**src/rtl/spi_split_master.sv**
```systemverilog
module spi_split_master #(
  parameter int CS_W   = 4,
  parameter int DATA_W = 32
) (
  input  logic              clk,
  input  logic              rst_n,
  input  logic              reg_we,
  input  logic [1:0]        reg_addr,
  input  logic [31:0]       reg_wdata,
  output logic [31:0]       reg_rdata,
  output logic              sclk_o,
  output logic [CS_W-1:0]   cs_n_o,
  output logic              mosi_o,
  output logic              mosi_oe,
  input  logic              mosi_i,
  input  logic              miso_i,
  output logic              pads_en
);
  localparam int LEN_W = 8;
  localparam int DIV_W = LEN_W + 1;

  logic [5:0]        flags;
  logic [LEN_W-1:0]  wdiv_f, rdiv_f;
  logic              pend;
  logic [15:0]       p_cs;
  logic [LEN_W-1:0]  p_w, p_r;
  logic              active, hold, rx_q;
  logic [DIV_W-1:0]  cnt;
  logic [LEN_W-1:0]  wleft, rleft;
  logic [CS_W-1:0]   csm;
  logic [DATA_W-1:0] dreg;

  wire offline = flags[0];
  wire cpol    = flags[2];
  wire cpha    = flags[3];
  wire lsb     = flags[4];
  wire hd      = flags[5];
  wire lead    = cpol ^ cpha;

  wire [DIV_W-1:0] wdiv = DIV_W'(wdiv_f) + DIV_W'(2);
  wire [DIV_W-1:0] rdiv = DIV_W'(rdiv_f) + DIV_W'(2);

  wire in_write = (wleft != '0);
  wire [DIV_W-1:0] cur_div = in_write ? wdiv : rdiv;
  wire [DIV_W-1:0] nxt_div = (wleft > LEN_W'(1)) ? wdiv : rdiv;
  wire [DIV_W-1:0] new_div = (p_w != '0) ? wdiv : rdiv;
  wire last_bit = ({1'b0, wleft} + {1'b0, rleft}) == DIV_W'(1);
  wire bit_end  = active && hold && (cnt == '0);
  wire boundary = !active || (bit_end && last_bit);
  wire p_zero   = (p_w == '0) && (p_r == '0);
  wire take     = pend && !p_zero && boundary;
  wire in_bit   = hd ? mosi_i : miso_i;

  function automatic logic [DIV_W-1:0] setup_m1(input logic [DIV_W-1:0] d);
    return d - (d >> 1) - DIV_W'(1);
  endfunction

  function automatic logic [DIV_W-1:0] hold_m1(input logic [DIV_W-1:0] d);
    return (d >> 1) - DIV_W'(1);
  endfunction

  assign sclk_o  = active ? (hold ? ~lead : lead) : cpol;
  assign cs_n_o  = active ? ~csm : '1;
  assign mosi_o  = lsb ? dreg[0] : dreg[DATA_W-1];
  assign mosi_oe = !offline && !(hd && active && !in_write);
  assign pads_en = !offline;

  always_comb begin
    case (reg_addr)
      2'd0:    reg_rdata = {rdiv_f, wdiv_f, 10'b0, flags};
      2'd1:    reg_rdata = {p_r, p_w, p_cs};
      2'd2:    reg_rdata = 32'(dreg);
      default: reg_rdata = {30'b0, active, pend};
    endcase
  end

  always_ff @(posedge clk or negedge rst_n) begin
    if (!rst_n) begin
      flags  <= '0;
      wdiv_f <= '0;
      rdiv_f <= '0;
      pend   <= 1'b0;
      p_cs   <= '0;
      p_w    <= '0;
      p_r    <= '0;
      active <= 1'b0;
      hold   <= 1'b0;
      rx_q   <= 1'b0;
      cnt    <= '0;
      wleft  <= '0;
      rleft  <= '0;
      csm    <= '0;
      dreg   <= '0;
    end else begin
      if (active) begin
        if (cnt != '0) begin
          cnt <= cnt - DIV_W'(1);
        end else if (!hold) begin
          rx_q <= in_bit;
          hold <= 1'b1;
          cnt  <= hold_m1(cur_div);
        end else begin
          dreg <= lsb ? {rx_q, dreg[DATA_W-1:1]} : {dreg[DATA_W-2:0], rx_q};
          if (in_write) wleft <= wleft - LEN_W'(1);
          else          rleft <= rleft - LEN_W'(1);
          hold <= 1'b0;
          cnt  <= setup_m1(nxt_div);
          if (last_bit) active <= 1'b0;
        end
      end
      if (boundary && pend) pend <= 1'b0;
      if (take) begin
        csm    <= p_cs[CS_W-1:0];
        wleft  <= p_w;
        rleft  <= p_r;
        cnt    <= setup_m1(new_div);
        hold   <= 1'b0;
        active <= 1'b1;
      end
      if (reg_we) begin
        case (reg_addr)
          2'd0: begin
            flags  <= reg_wdata[5:0];
            wdiv_f <= reg_wdata[23:16];
            rdiv_f <= reg_wdata[31:24];
          end
          2'd1: begin
            pend <= 1'b1;
            p_cs <= reg_wdata[15:0];
            p_w  <= reg_wdata[23:16];
            p_r  <= reg_wdata[31:24];
          end
          2'd2: if (!active) dreg <= reg_wdata[DATA_W-1:0];
          default: ;
        endcase
      end
    end
  end
endmodule

```
**config.mk**
```make
export PLATFORM = sky130hd
export DESIGN_NAME = spi_split_master
export DESIGN_NICKNAME = d
export VERILOG_FILES = /design/src/rtl/spi_split_master.sv
export SDC_FILE = /design/constraint.sdc
export NUM_CORES = 1
export LEC_CHECK = 0
export BUFFER_PORTS_ARGS = -buffer_cell sky130_fd_sc_hd__buf_2
export CAP_MARGIN = 15
export CORE_AREA = 4 4 126 128
export CTS_BUF_LIST = sky130_fd_sc_hd__clkbuf_4
export DETAILED_ROUTE_END_ITERATION = 10
export DIE_AREA = 0 0 130 132
export PLACE_DENSITY = 0.74
export SLEW_MARGIN = 25
export SYNTH_ARGS = -nofsm -noshare
export SYNTH_HDL_FRONTEND = slang
export SYNTH_SLANG_ARGS = --single-unit
```
**constraint.sdc**
```tcl
create_clock -name clk -period 5.2 [get_ports clk]
set_input_delay 0 -clock clk [delete_from_list [all_inputs] [get_ports clk]]
set_output_delay 0 -clock clk [all_outputs]
set_load 0.01 [all_outputs]
```
=== After elaboration in Yosys (flattened, before gate mapping) ===
Cells that the tools add are included.

* Bits in registers: 119
* Input bits: 39
* Output and inout port bits: 40
* Logic and storage cells: 111

* Add/subtract/negate cells: 11
* Magnitude comparators: 1
* Equality and inequality tests: 5
* Multiplexer cells: 42
* Bitwise logic cells: 5
* Reduce and logical (&&, ||, !) cells: 32

{| class="wikitable"
|+ Operator list
! kind !! count
|-
| $mux W32 || 7
|-
| $pmux W32 S3 || 1
|-
| $mux W8 || 10
|-
| $mux W9 || 7
|-
| $sub A9 B1 Y9 const B || 3
|-
| $add A8 B2 Y9 const B || 2
|-
| $sub A9 B8 Y9 || 2
|-
| $logic_not A8 Y1 || 2
|-
| $mux W1 || 16
|-
| $reduce_bool A8 Y1 || 2
|-
| $sub A8 B1 Y8 const B || 2
|-
| $logic_and A1 B1 Y1 || 10
|-
| $add A8 B8 Y9 || 1
|-
| $eq A9 B1 Y1 const B || 1
|-
| $logic_not A9 Y1 || 1
|-
| $reduce_bool A9 Y1 || 1
|-
| $sub A8 B1 Y9 const B || 1
|-
| $gt A8 B1 Y1 const B || 1
|-
| $reduce_and A4 Y1 || 2
|-
| $reduce_and A2 Y1 || 3
|-
| $reduce_bool A2 Y1 || 3
|-
| $logic_not A1 Y1 || 5
|-
| $mux W4 || 1
|-
| $not A4 Y4 || 1
|-
| other kinds (9) || 11
|}

=== Longest topological paths before layout ===
Gate-level depths: netlist of run 1.

* Depth after elaboration: 8
* Gate-level depth with buffers: 16
* Mapped depth without buffers: 15

=== Worst setup path before layout of run 1 ===
No wires, ideal clock.

* Path type: reg2reg
* Start point: register wleft[2]
* End point: register cnt[8]
* Arrival time: 4.005 ns
* Path slack: 1.117 ns
* Stages on the path, launching flop included: 16
* Path buffers: 2
* Path through: dfrtp_1 > or4_1 > buf_2 > or4_4 > buf_6 > mux2i_1 > inv_1 > ha_1 > fa_1 > maj3_1 > a211oi_1 > o31ai_1 > a31oi_1 > xnor2_1 > nand3_1 > a21oi_1

* Longest elaborated chain between the ends: 8
* Elaborated cells between the ends (all ways): 17
* Those cells by class: 4 x add/sub; 1 x order compare; 1 x eq/ne; 6 x mux; 5 x reduce/logical

{| class="wikitable"
|+ RTL lines
! element !! line !! RTL
|-
| start: declaration || 29 || <nowiki>logic [LEN_W-1:0] wleft, rleft;</nowiki>
|-
| start signal: assignment || 104 || <nowiki>if (in_write) wleft <= wleft - LEN_W'(1);</nowiki>
|-
| start signal: assignment || 114 || <nowiki>wleft <= p_w;</nowiki>
|-
| $gt A8 B1 Y1 || 45 || <nowiki>wire [DIV_W-1:0] nxt_div = (wleft > LEN_W'(1)) ? wdiv : rdiv;</nowiki>
|-
| $mux W9 || 45 ||
|-
| $sub A9 B8 Y9 || 55 || <nowiki>return d - (d >> 1) - DIV_W'(1);</nowiki>
|-
| $sub A9 B1 Y9 || 55 ||
|-
| $mux W9 || 98 || <nowiki>end else if (!hold) begin</nowiki>
|-
| $mux W9 || 96 || <nowiki>if (cnt != '0) begin</nowiki>
|-
| $mux W9 || 95 || <nowiki>if (active) begin</nowiki>
|-
| $mux W9 || 112 || <nowiki>if (take) begin</nowiki>
|-
| end signal: assignment || 97 || <nowiki>cnt <= cnt - DIV_W'(1);</nowiki>
|-
| end signal: assignment || 101 || <nowiki>cnt <= hold_m1(cur_div);</nowiki>
|-
| end signal: assignment || 116 || <nowiki>cnt <= setup_m1(new_div);</nowiki>
|-
| end: declaration || 28 || <nowiki>logic [DIV_W-1:0] cnt;</nowiki>
|}

Several ways; a longest one is shown, not always the timed one. The select of a mux whose other input is x is not followed.
A chain may end at the register's enable or synchronous reset.

=== Worst setup path after layout of run 1 ===
Same ends and word-level chain as after synthesis.

==> results of run 1 <==
## routing by layer
metal,share of wire,track usage,wire length (microns),vias to the layer above
li1,-,-,-,3274
met1,0.44,0.3447,9210,3256
met2,0.48,0.4074,10150,230
met3,0.061,0.04903,1283,36
met4,0.022,0.07852,471,0
met5,0,0,0,-
## cell usage after synthesis, types with 3 or more instances
master,instances,area share
xnor2_1,32,0.035
o211ai_1,5,0.0047
nor4_1,10,0.0079
o31ai_1,3,0.0028
fa_1,3,0.0076
a22o_1,10,0.011
or4_1,3,0.0028
nand4_1,3,0.0024
ha_1,30,0.047
or3_1,5,0.0039
dfrtp_1,119,0.38
nor2_1,64,0.030
mux2_2,60,0.085
nand3_1,19,0.012
nor3b_1,4,0.0038
o21ai_0,87,0.055
buf_1,7,0.0033
o21a_1,4,0.0038
a21o_1,5,0.0047
xor2_1,18,0.020
a21oi_1,48,0.030
maj3_1,4,0.0050
buf_2,3,0.0019
nor2b_1,4,0.0032
clkbuf_1,42,0.020
a31oi_1,8,0.0063
nor3_1,10,0.0063
inv_1,27,0.013
a211oi_1,5,0.0047
nand2_1,128,0.061
mux2i_1,64,0.081
## worst max-delay path, cell delays in order (launching register included)
cell	delay (ns)
dfrtp_1	0.45
or4_1	0.69
or4_4	0.64
mux2i_1	0.33
inv_1	0.08
ha_1	0.24
fa_1	0.42
maj3_1	0.38
a211oi_1	0.31
o31ai_1	0.16
a31oi_1	0.21
xnor2_1	0.13
nand3_1	0.09
a21oi_1	0.17
## state kept, by name, indices dropped and copies added (netlist names)
signal,count
hold,1
wleft,8
cnt,9
wdiv_f,8
pend,1
csm,4
active,1
rleft,8
p_w,8
dreg,32
p_r,8
p_cs,16
rdiv_f,8
flags,6
rx_q,1
## power breakdown
part           leakage [uW]  switching [uW]  internal [uW]
clock network      0.000166             366            390
registers           0.00141             424           1220
logic               0.00247            1300           1190
## through the flow
step	setup slack (ns)	cell area (sq um)	cells	power (uW)	hold slack [ns]
2_1_floorplan	1.117	7935	874	3481	-0.2956
3_3_place_gp	0.9252	8447	1096	4025	0.2028
3_5_place_dp	0.8361	8447	1096	4100	0.1918
4_1_cts	0.8345	9119	1163	4885	0.1165
5_1_grt	0.5475	9124	1163	5269	0.1761
6_report	0.8427	9124	1163	4886	0.1397
## timing repair
item / CTS / global route
setup endpoints to repair: 0 / 0
hold endpoints to repair: 156 / 0
hold buffers: 35 / 0
## how the worst max path moves through the flow
stage	startpoint	end	slack (ns)
4_1_cts	wleft[2]$_DFFE_PN0P_	cnt[8]$_DFFE_PN0P_	0.83
3_3_place_gp	wleft[2]$_DFFE_PN0P_	cnt[8]$_DFFE_PN0P_	0.93
3_5_place_dp	wleft[2]$_DFFE_PN0P_	cnt[8]$_DFFE_PN0P_	0.84
5_1_grt	wleft[2]$_DFFE_PN0P_	cnt[8]$_DFFE_PN0P_	0.55
2_1_floorplan	wleft[2]$_DFFE_PN0P_	cnt[8]$_DFFE_PN0P_	1.12
6_report	wleft[2]$_DFFE_PN0P_	cnt[8]$_DFFE_PN0P_	0.84
## layout make-up
type | instances | area [sq um] | share of cell area
Tap cell | 188 | 235.2 | 0.02578
Inverter | 27 | 101.3 | 0.01111
Clock inverter | 13 | 178.9 | 0.01961
Sequential cell | 119 | 2979 | 0.3265
Timing Repair Buffer | 122 | 810.8 | 0.08886
Multi-Input combinational cell | 675 | 4676 | 0.5125
Clock buffer | 19 | 142.6 | 0.01563
## cells by family after synthesis
group,synth area share
DFF,0.3753
muxes,0.1744
buffers and inverters,0.03926
adders and majority gates,0.05992
AOI/OAI and AO/OA,0.1454
xor gates and xnor gates,0.05519
and+or+nand+nor,0.1506
==> impl_summary.txt, run 1 <==
----------------------------------------------------
[Clocking]
  Number of buffers on the longest clock path ... 2
  Clock sink count ... 119
  CTS HTree Levels ... 4
  CTS buffer count ... 17
  Clock root cell ... clkbuf_4
  TritonCTS clock tree ... done
  Clock latency of the later-clocked register in the worst-skew pair ... about 0.55 ns
  CTS clk-pin slew, worst paths ... 0.12 ns
  Setup Buffers After CTS ... 0
  Post_cts resized ... 0

[Power and ir drop]
  Worst voltage drop across the vdd grid ... 0.2315 mV
  Total leakage power ... between 0.004 and 0.005 uW
  Power per unit of standard cell area ... 535.5 nW/um^2

[Detailed routing]
  Routed vias/inst ... roughly 6
  Starting DRT DRC Count ... between 400 and 500
  # DRC ... 0
  Remaining number of nets flagged by the antenna check after routing ... 0
  Wire length per cell after detailed routing ... 18.15 microns
  Count of vias placed by the detailed router ... around 6800
  Iteration count of the initial detailed-routing pass ... 7
  Total detailed-routing wirelength ... 21.11 mm

[Finish]
  Top library cells by usage in the layout, fill and taps aside ... nand2_1 (127), dfrtp_1 (118), o21ai_0 (87), buf_2 (77)
  Number of nets in the final layout ... ~1000
  Fraction of layout cells with a size suffix above 1 ... 0.1990
  Layout area overhead ... 14.98%
  Most common cell after layout, fill and taps aside ... nand2_1
  Antenna diodes ... 0
  Layout filler cell count ... 1306
  Layout Utilization ... 0.6138

[GRT]
  Global router's overall resource usage ... 0.2529
  Largest net degree at the start of global routing ... 71
  First-pass GRT wire length ... 34.66 mm
  Via count of the first global-routing pass ... 6609
  Number of antenna violations at the first check in global routing ... 0
  Global route total overflow ... 0

[Die]
  Die outline area ... approximately 17000 sq um
  Horizontal die dimension ... around 130 microns
  Vertical die dimension ... 132 microns
  Core area ... 14860 sq um
  I/O pins ... 79
  Initial core utilization ... 0.5338
  Site row count ... 45

[Logic synthesis]
  Post-synth top flop ... dfrtp_1
  Post-Synthesis Net Count ... 946
  Sequential fraction of the synthesis area ... 0.3753
  Number of synthesized register bits ... 119
  Average footprint of a synthesized cell ... 9.079 sq um
  Distinct cell type count after synthesis ... 62
  Netlist area before placement ... 7935 sq um
  Cell count after synthesis ... 874
  Synth Warn # ... 0
  EDFF count, synth ... 0
  Asr flop ratio synth ... 1.000

[Status]
  Run status ... complete, no violations

[Setup path]
  Arrival time of the worst setup path ... 4.85 ns
  Setup slack of the most critical reg-to-reg path ... 0.84 ns
  Worst reg2reg endpoint ... cnt[8]$_DFFE_PN0P_
  Required time reported for the critical path endpoint ... roughly 5.7 ns
  Depth of the most critical reg-to-reg path ... 13
  CP Class ... flip-flop to flip-flop
  Largest fanout on the critical path ... 9
  Type of element launching the critical path ... flip-flop
  Critical path capture point type ... flip-flop
  Reg-to-reg startpoint ... wleft[2]$_DFFE_PN0P_

[Timing]
  Number of endpoints with negative hold slack in the final report ... 0
  Fin crit share ... 0.8379
  Achievable clock frequency ... about 230 MHz
  Sum Neg Setup Slack ... 0 ns
  Final Max Slew Viols ... 0
  Max Clock Skew ... 0.01919 ns
  Slew HR ... 0.3524
  Count of final setup violators ... 0
  Final worst path period need ... 4.357 ns
  RSZ-0062 raised after global routing ... false
  Tightest Pin Transition ... 0.9714 ns

[Job]
  Total of max-cap violations ... 0

[Placement]
  Dpl hpwl ... 14.94 mm
  Weighted congestion at the end of routability-driven global placement ... roughly 0.9
  Total of buffers placed on input and output ports ... 78

[Min path]
  Kind of path behind the tightest hold check ... input port to async pin

----------------------------------------------------
No activity file was read; power rests on OpenSTA's default activity.
==> run 2, diff against run 1 <==
ABC_AREA = 1   (was not set)
CORE_AREA = 4 4 127 129   (was 4 4 126 128)
DIE_AREA = 0 0 131 133   (was 0 0 130 132)
PLACE_DENSITY = 0.77   (was 0.74)
clock period = 3.8 ns   (was 5.2 ns; I/O delays follow)
==> run 2 against run 1 <==
Against the previous run: via count is 18% higher; sequential share of layout area fell by 0.61 points; fmax increased by 34%; register-to-register slack worse by 0.30 ns; total power is 26% higher; critical path type unchanged; critical endpoint unchanged; largest cell class unchanged.
==> impl_summary.txt, run 2 <==
----------------------------------------------------
[Detailed routing]
  Starting DRT DRC Count ... 684 (+59%)
  Total detailed-routing wirelength ... 22.58 mm (+6.9%)
  Remaining number of nets flagged by the antenna check after routing ... 0 (unchanged)
  Wire length per cell after detailed routing ... 16.06 microns (-12%)
  Count of vias placed by the detailed router ... 8024 (+18%)
  # DRC ... 0 (unchanged)
  Routed vias/inst ... 5.707 (-2.3%)
  Iteration count of the initial detailed-routing pass ... 5 (-2)

[Status]
  Run status ... complete, no violations

[Finish]
  Largest registers ranked by flip-flop count ... dreg x32, p_cs x16, cnt x9
  Antenna diodes ... 0 (unchanged)
  Top library cells by usage in the layout, fill and taps aside ... nand2_1 (278), inv_1 (146), o21ai_0 (123), dfrtp_1 (119), buf_2 (77)
  Layout Utilization ... 0.6182 (+0.004422)
  Reg with most FFs ... dreg
  Most common cell after layout, fill and taps aside ... nand2_1
  Layout area overhead ... 14.70%
  Number of nets in the final layout ... 1277 (+24%)
  Flip-flop count of the largest register after layout ... 32 (unchanged)
  Layout filler cell count ... 1336 (+2.3%)
  Fraction of layout cells with a size suffix above 1 ... 0.1297 (-0.06925)

[Timing]
  Final Max Slew Viols ... 0 (unchanged)
  Fin crit share ... 0.8569 (+0.01894)
  Worst hold margin ... 0.006281 ns (-0.1335 ns)
  RSZ-0062 raised after global routing ... false
  Number of endpoints with negative hold slack in the final report ... 0 (unchanged)
  Count of final setup violators ... 0 (unchanged)
  Tightest Pin Transition ... 0.8037 ns (-0.1678 ns)
  Sum Neg Setup Slack ... 0 ns (unchanged)
  Slew HR ... 0.4629 (+0.1105)
  Max Clock Skew ... 0.03435 ns (+0.01516 ns)
  Achievable clock frequency ... 307.1 MHz (+34%)
  Final worst path period need ... 3.256 ns (-1.101 ns)

[GRT]
  Number of antenna violations at the first check in global routing ... 0 (unchanged)
  First-pass GRT wire length ... 37.67 mm (+8.7%)
  Via count of the first global-routing pass ... 7476 (+13%)
  Global router's overall resource usage ... 0.2691 (+0.01616)
  Largest net degree at the start of global routing ... 75 (+5.6%)
  Global route total overflow ... 0 (unchanged)

[Logic synthesis]
  Mux contribution to synthesized area ... 0.002625 (-0.1718)
  Netlist area before placement ... 8103 sq um (+2.1%)
  Sequential fraction of the synthesis area ... 0.3675 (-0.007765)
  Post-Synthesis Net Count ... 1179 (+25%)
  Library cell with the highest instance count after synthesis ... nand2_1
  Simple-gate share of the synthesized area ... 0.2349 (+0.08428)
  Portion of synthesized cell area occupied by the leading cell type ... 0.3675 (-0.007765)
  Average footprint of a synthesized cell ... 7.320 sq um (-19%)
  Top cell types by occurrence after synthesis ... nand2_1 (279), inv_1 (146), o21ai_0 (123)
  Synth area leader ... dfrtp_1
  Number of synthesized register bits ... 119 (unchanged)
  Cell count after synthesis ... 1107 (+27%)
  Share of the synthesized netlist area taken by xor and xnor gates ... 0.03135 (-0.02384)
  Combinational family with the most area after synthesis ... simple AND/OR/NAND/NOR gates
  Distinct cell type count after synthesis ... 47 (-24%)
  Asr flop ratio synth ... 1.000 (unchanged)
  Post-synth top flop ... dfrtp_1
  Synth Warn # ... 0 (unchanged)
  Dominant cells by area after synthesis ... dfrtp_1 (37%), nand2_1 (13%), o21ai_0 (7.6%)
  Fraction of the mapped netlist area in compound gates ... 0.2082 (+0.06277)
  EDFF count, synth ... 0 (unchanged)
  Adder and majority gate portion of the synthesized area ... 0.05374 (-0.006181)

[Power and ir drop]
  Worst voltage drop across the vdd grid ... 0.3302 mV (+43%)
  Fraction of power consumed by the clock network ... 0.155 (about the same)
  Total leakage power ... 0.004570 uW (+13%)
  Internal power ... 3183 uW (+14%)
  Comb pwr share ... 0.532 (+0.023)
  Sequential share of power ... 0.313 (-0.024)
  P_sw ... 2950 uW (+41%)
  Switching part of the total power ... 0.4810 (+0.05349)
  Power per unit of standard cell area ... 659.9 nW/um^2 (+23%)

[Setup path]
  Cell-by-cell listing of the critical path ... inv_1 -> ha_1 -> nor2_1 -> nor2_4 -> nand2_2 -> o21ai_0 -> inv_1 -> ha_1 -> fa_1 -> nand2_1 -> nand3b_1 -> nand2_1 -> nand2_1 -> nand2_1 -> nand2_1 -> nand3_1 -> nand2_1 -> nand2_1 -> nand2_1 -> nand2_1
  Biggest cell delay along the critical path ... 0.43 ns (-0.26 ns)
  Buf/Inv on CP ... 2 (+1)
  Critical path capture point type ... flip-flop
  Type of element launching the critical path ... flip-flop
  CP Class ... flip-flop to flip-flop
  Largest fanout on the critical path ... 18 (+9)
  Arrival time of the worst setup path ... 3.71 ns (-1.14 ns)
  Most common cell type on the critical path ... nand2_1
  Family with the most delay on the worst path ... simple AND/OR/NAND/NOR gates
  Cell with the biggest individual delay on the critical path ... dfrtp_1
  Required time reported for the critical path endpoint ... 4.26 ns (-1.43 ns)

[Clocking]
  CTS clk-pin slew, worst paths ... 0.14 ns (+0.02 ns)
  Clock sink count ... 119 (unchanged)
  TritonCTS clock tree ... done
  Clock latency of the later-clocked register in the worst-skew pair ... 0.57 ns (+0.02 ns)
  Number of buffers on the longest clock path ... 2 (unchanged)
  Post_cts resized ... 0 (unchanged)
  CTS buffer count ... 17 (unchanged)
  Setup Buffers After CTS ... 0 (unchanged)
  Clock root cell ... clkbuf_4
  CTS HTree Levels ... 4 (unchanged)

[Die]
  I/O pins ... 79 (unchanged)
  Core area ... 15030 sq um (+1.1%)
  Vertical die dimension ... 133 microns (+0.76%)
  Site row count ... 45 (unchanged)
  Die outline area ... 17420 sq um (+1.5%)
  Initial core utilization ... 0.5390 (+0.005155)
  Horizontal die dimension ... 131 microns (+0.77%)

[Placement]
  Total of buffers placed on input and output ports ... 78 (unchanged)
  Dpl hpwl ... 16.11 mm (+7.8%)
  Weighted congestion at the end of routability-driven global placement ... 0.9574 (+7.6%)

[Min path]
  Kind of path behind the tightest hold check ... input port to async pin

[Job]
  Total of max-cap violations ... 0 (unchanged)

----------------------------------------------------
## run 2: logic make-up after synthesis
| group | after synthesis |
|---|---|
| XOR/XNOR | 29 |
| multiplexers | 2 |
| buffers and inverters | 207 |
| AND/OR/NAND/NOR | 442 |
| flip-flops | 119 |
| AO/OA/AOI/OAI | 275 |
| adder cells (fa/ha/maj) | 33 |
## run 2: timing repair
action,in CTS,in global routing
hold endpoints to repair,160,0
hold buffers,39,0
endpoints found under the setup margin,0,0
## run 2: worst register-to-register path, stage by stage (launching register included)
cell      delay (ns)
dfrtp_1         0.43
inv_1           0.14
ha_1            0.24
nor2_1          0.09
nor2_4          0.16
nand2_2         0.20
o21ai_0         0.41
inv_1           0.09
ha_1            0.23
fa_1            0.43
nand2_1         0.08
nand3b_1        0.12
nand2_1         0.07
nand2_1         0.08
nand2_1         0.05
nand2_1         0.07
nand3_1         0.06
nand2_1         0.06
nand2_1         0.04
nand2_1         0.05
nand2_1         0.04
## run 2: per-layer routing
metal,vias up,part of all wire,track usage
met2,283,0.46,0.4069
met5,-,0,0
li1,3901,-,-
met3,49,0.064,0.05410
met1,3791,0.44,0.3823
met4,0,0.028,0.09543
## run 2: path summary, 6_finish.rpt
path,from,end,slack (ns),depth (start not counted)
setup / recovery,wleft[0]$_DFFE_PN0P_,cnt[8]$_DFFE_PN0P_,0.54,20
hold / removal,rst_n,rleft[2]$_DFFE_PN0P_,0.006,2
setup reg to reg,wleft[0]$_DFFE_PN0P_,cnt[8]$_DFFE_PN0P_,0.54,20
hold reg to reg,cnt[7]$_DFFE_PN0P_,cnt[7]$_DFFE_PN0P_,0.49,2
max in group asynchronous,rst_n,p_w[4]$_DFFE_PN0P_,3.10,3
min in group clk,reg_wdata[12],p_cs[12]$_DFFE_PN0P_,0.22,3
## run 2: power by group through the flow
stage	clock network (uW)	registers, uW	logic (uW)
global placement	0	1920	3130
detailed placement	0	1930	3170
floorplan	0	1850	2450
global route	1020	1970	3710
CTS	961	1910	3220
finish	949	1920	3270
## run 2: cell type report
type / count / area, sq um / area share
sequential: 119 / 2978 / 0.3204
multi-input combinational: 781 / 4315 / 0.4643
clock inverter: 14 / 142.6 / 0.01535
clock buffer: 18 / 135.1 / 0.01454
tap: 188 / 235.2 / 0.02531
timing repair buffer: 128 / 894.6 / 0.09626
inverter: 158 / 593.1 / 0.06381
## run 2: through the flow
step	instances	area, sq um	power (uW)	setup WS [ns]
floorplan	1107	8103	4296	0.7604
global placement	1335	8615	5050	0.6605
detailed placement	1335	8615	5107	0.5750
CTS	1406	9283	6094	0.5455
global route	1406	9294	6696	0.2154
finish	1406	9294	6133	0.5438
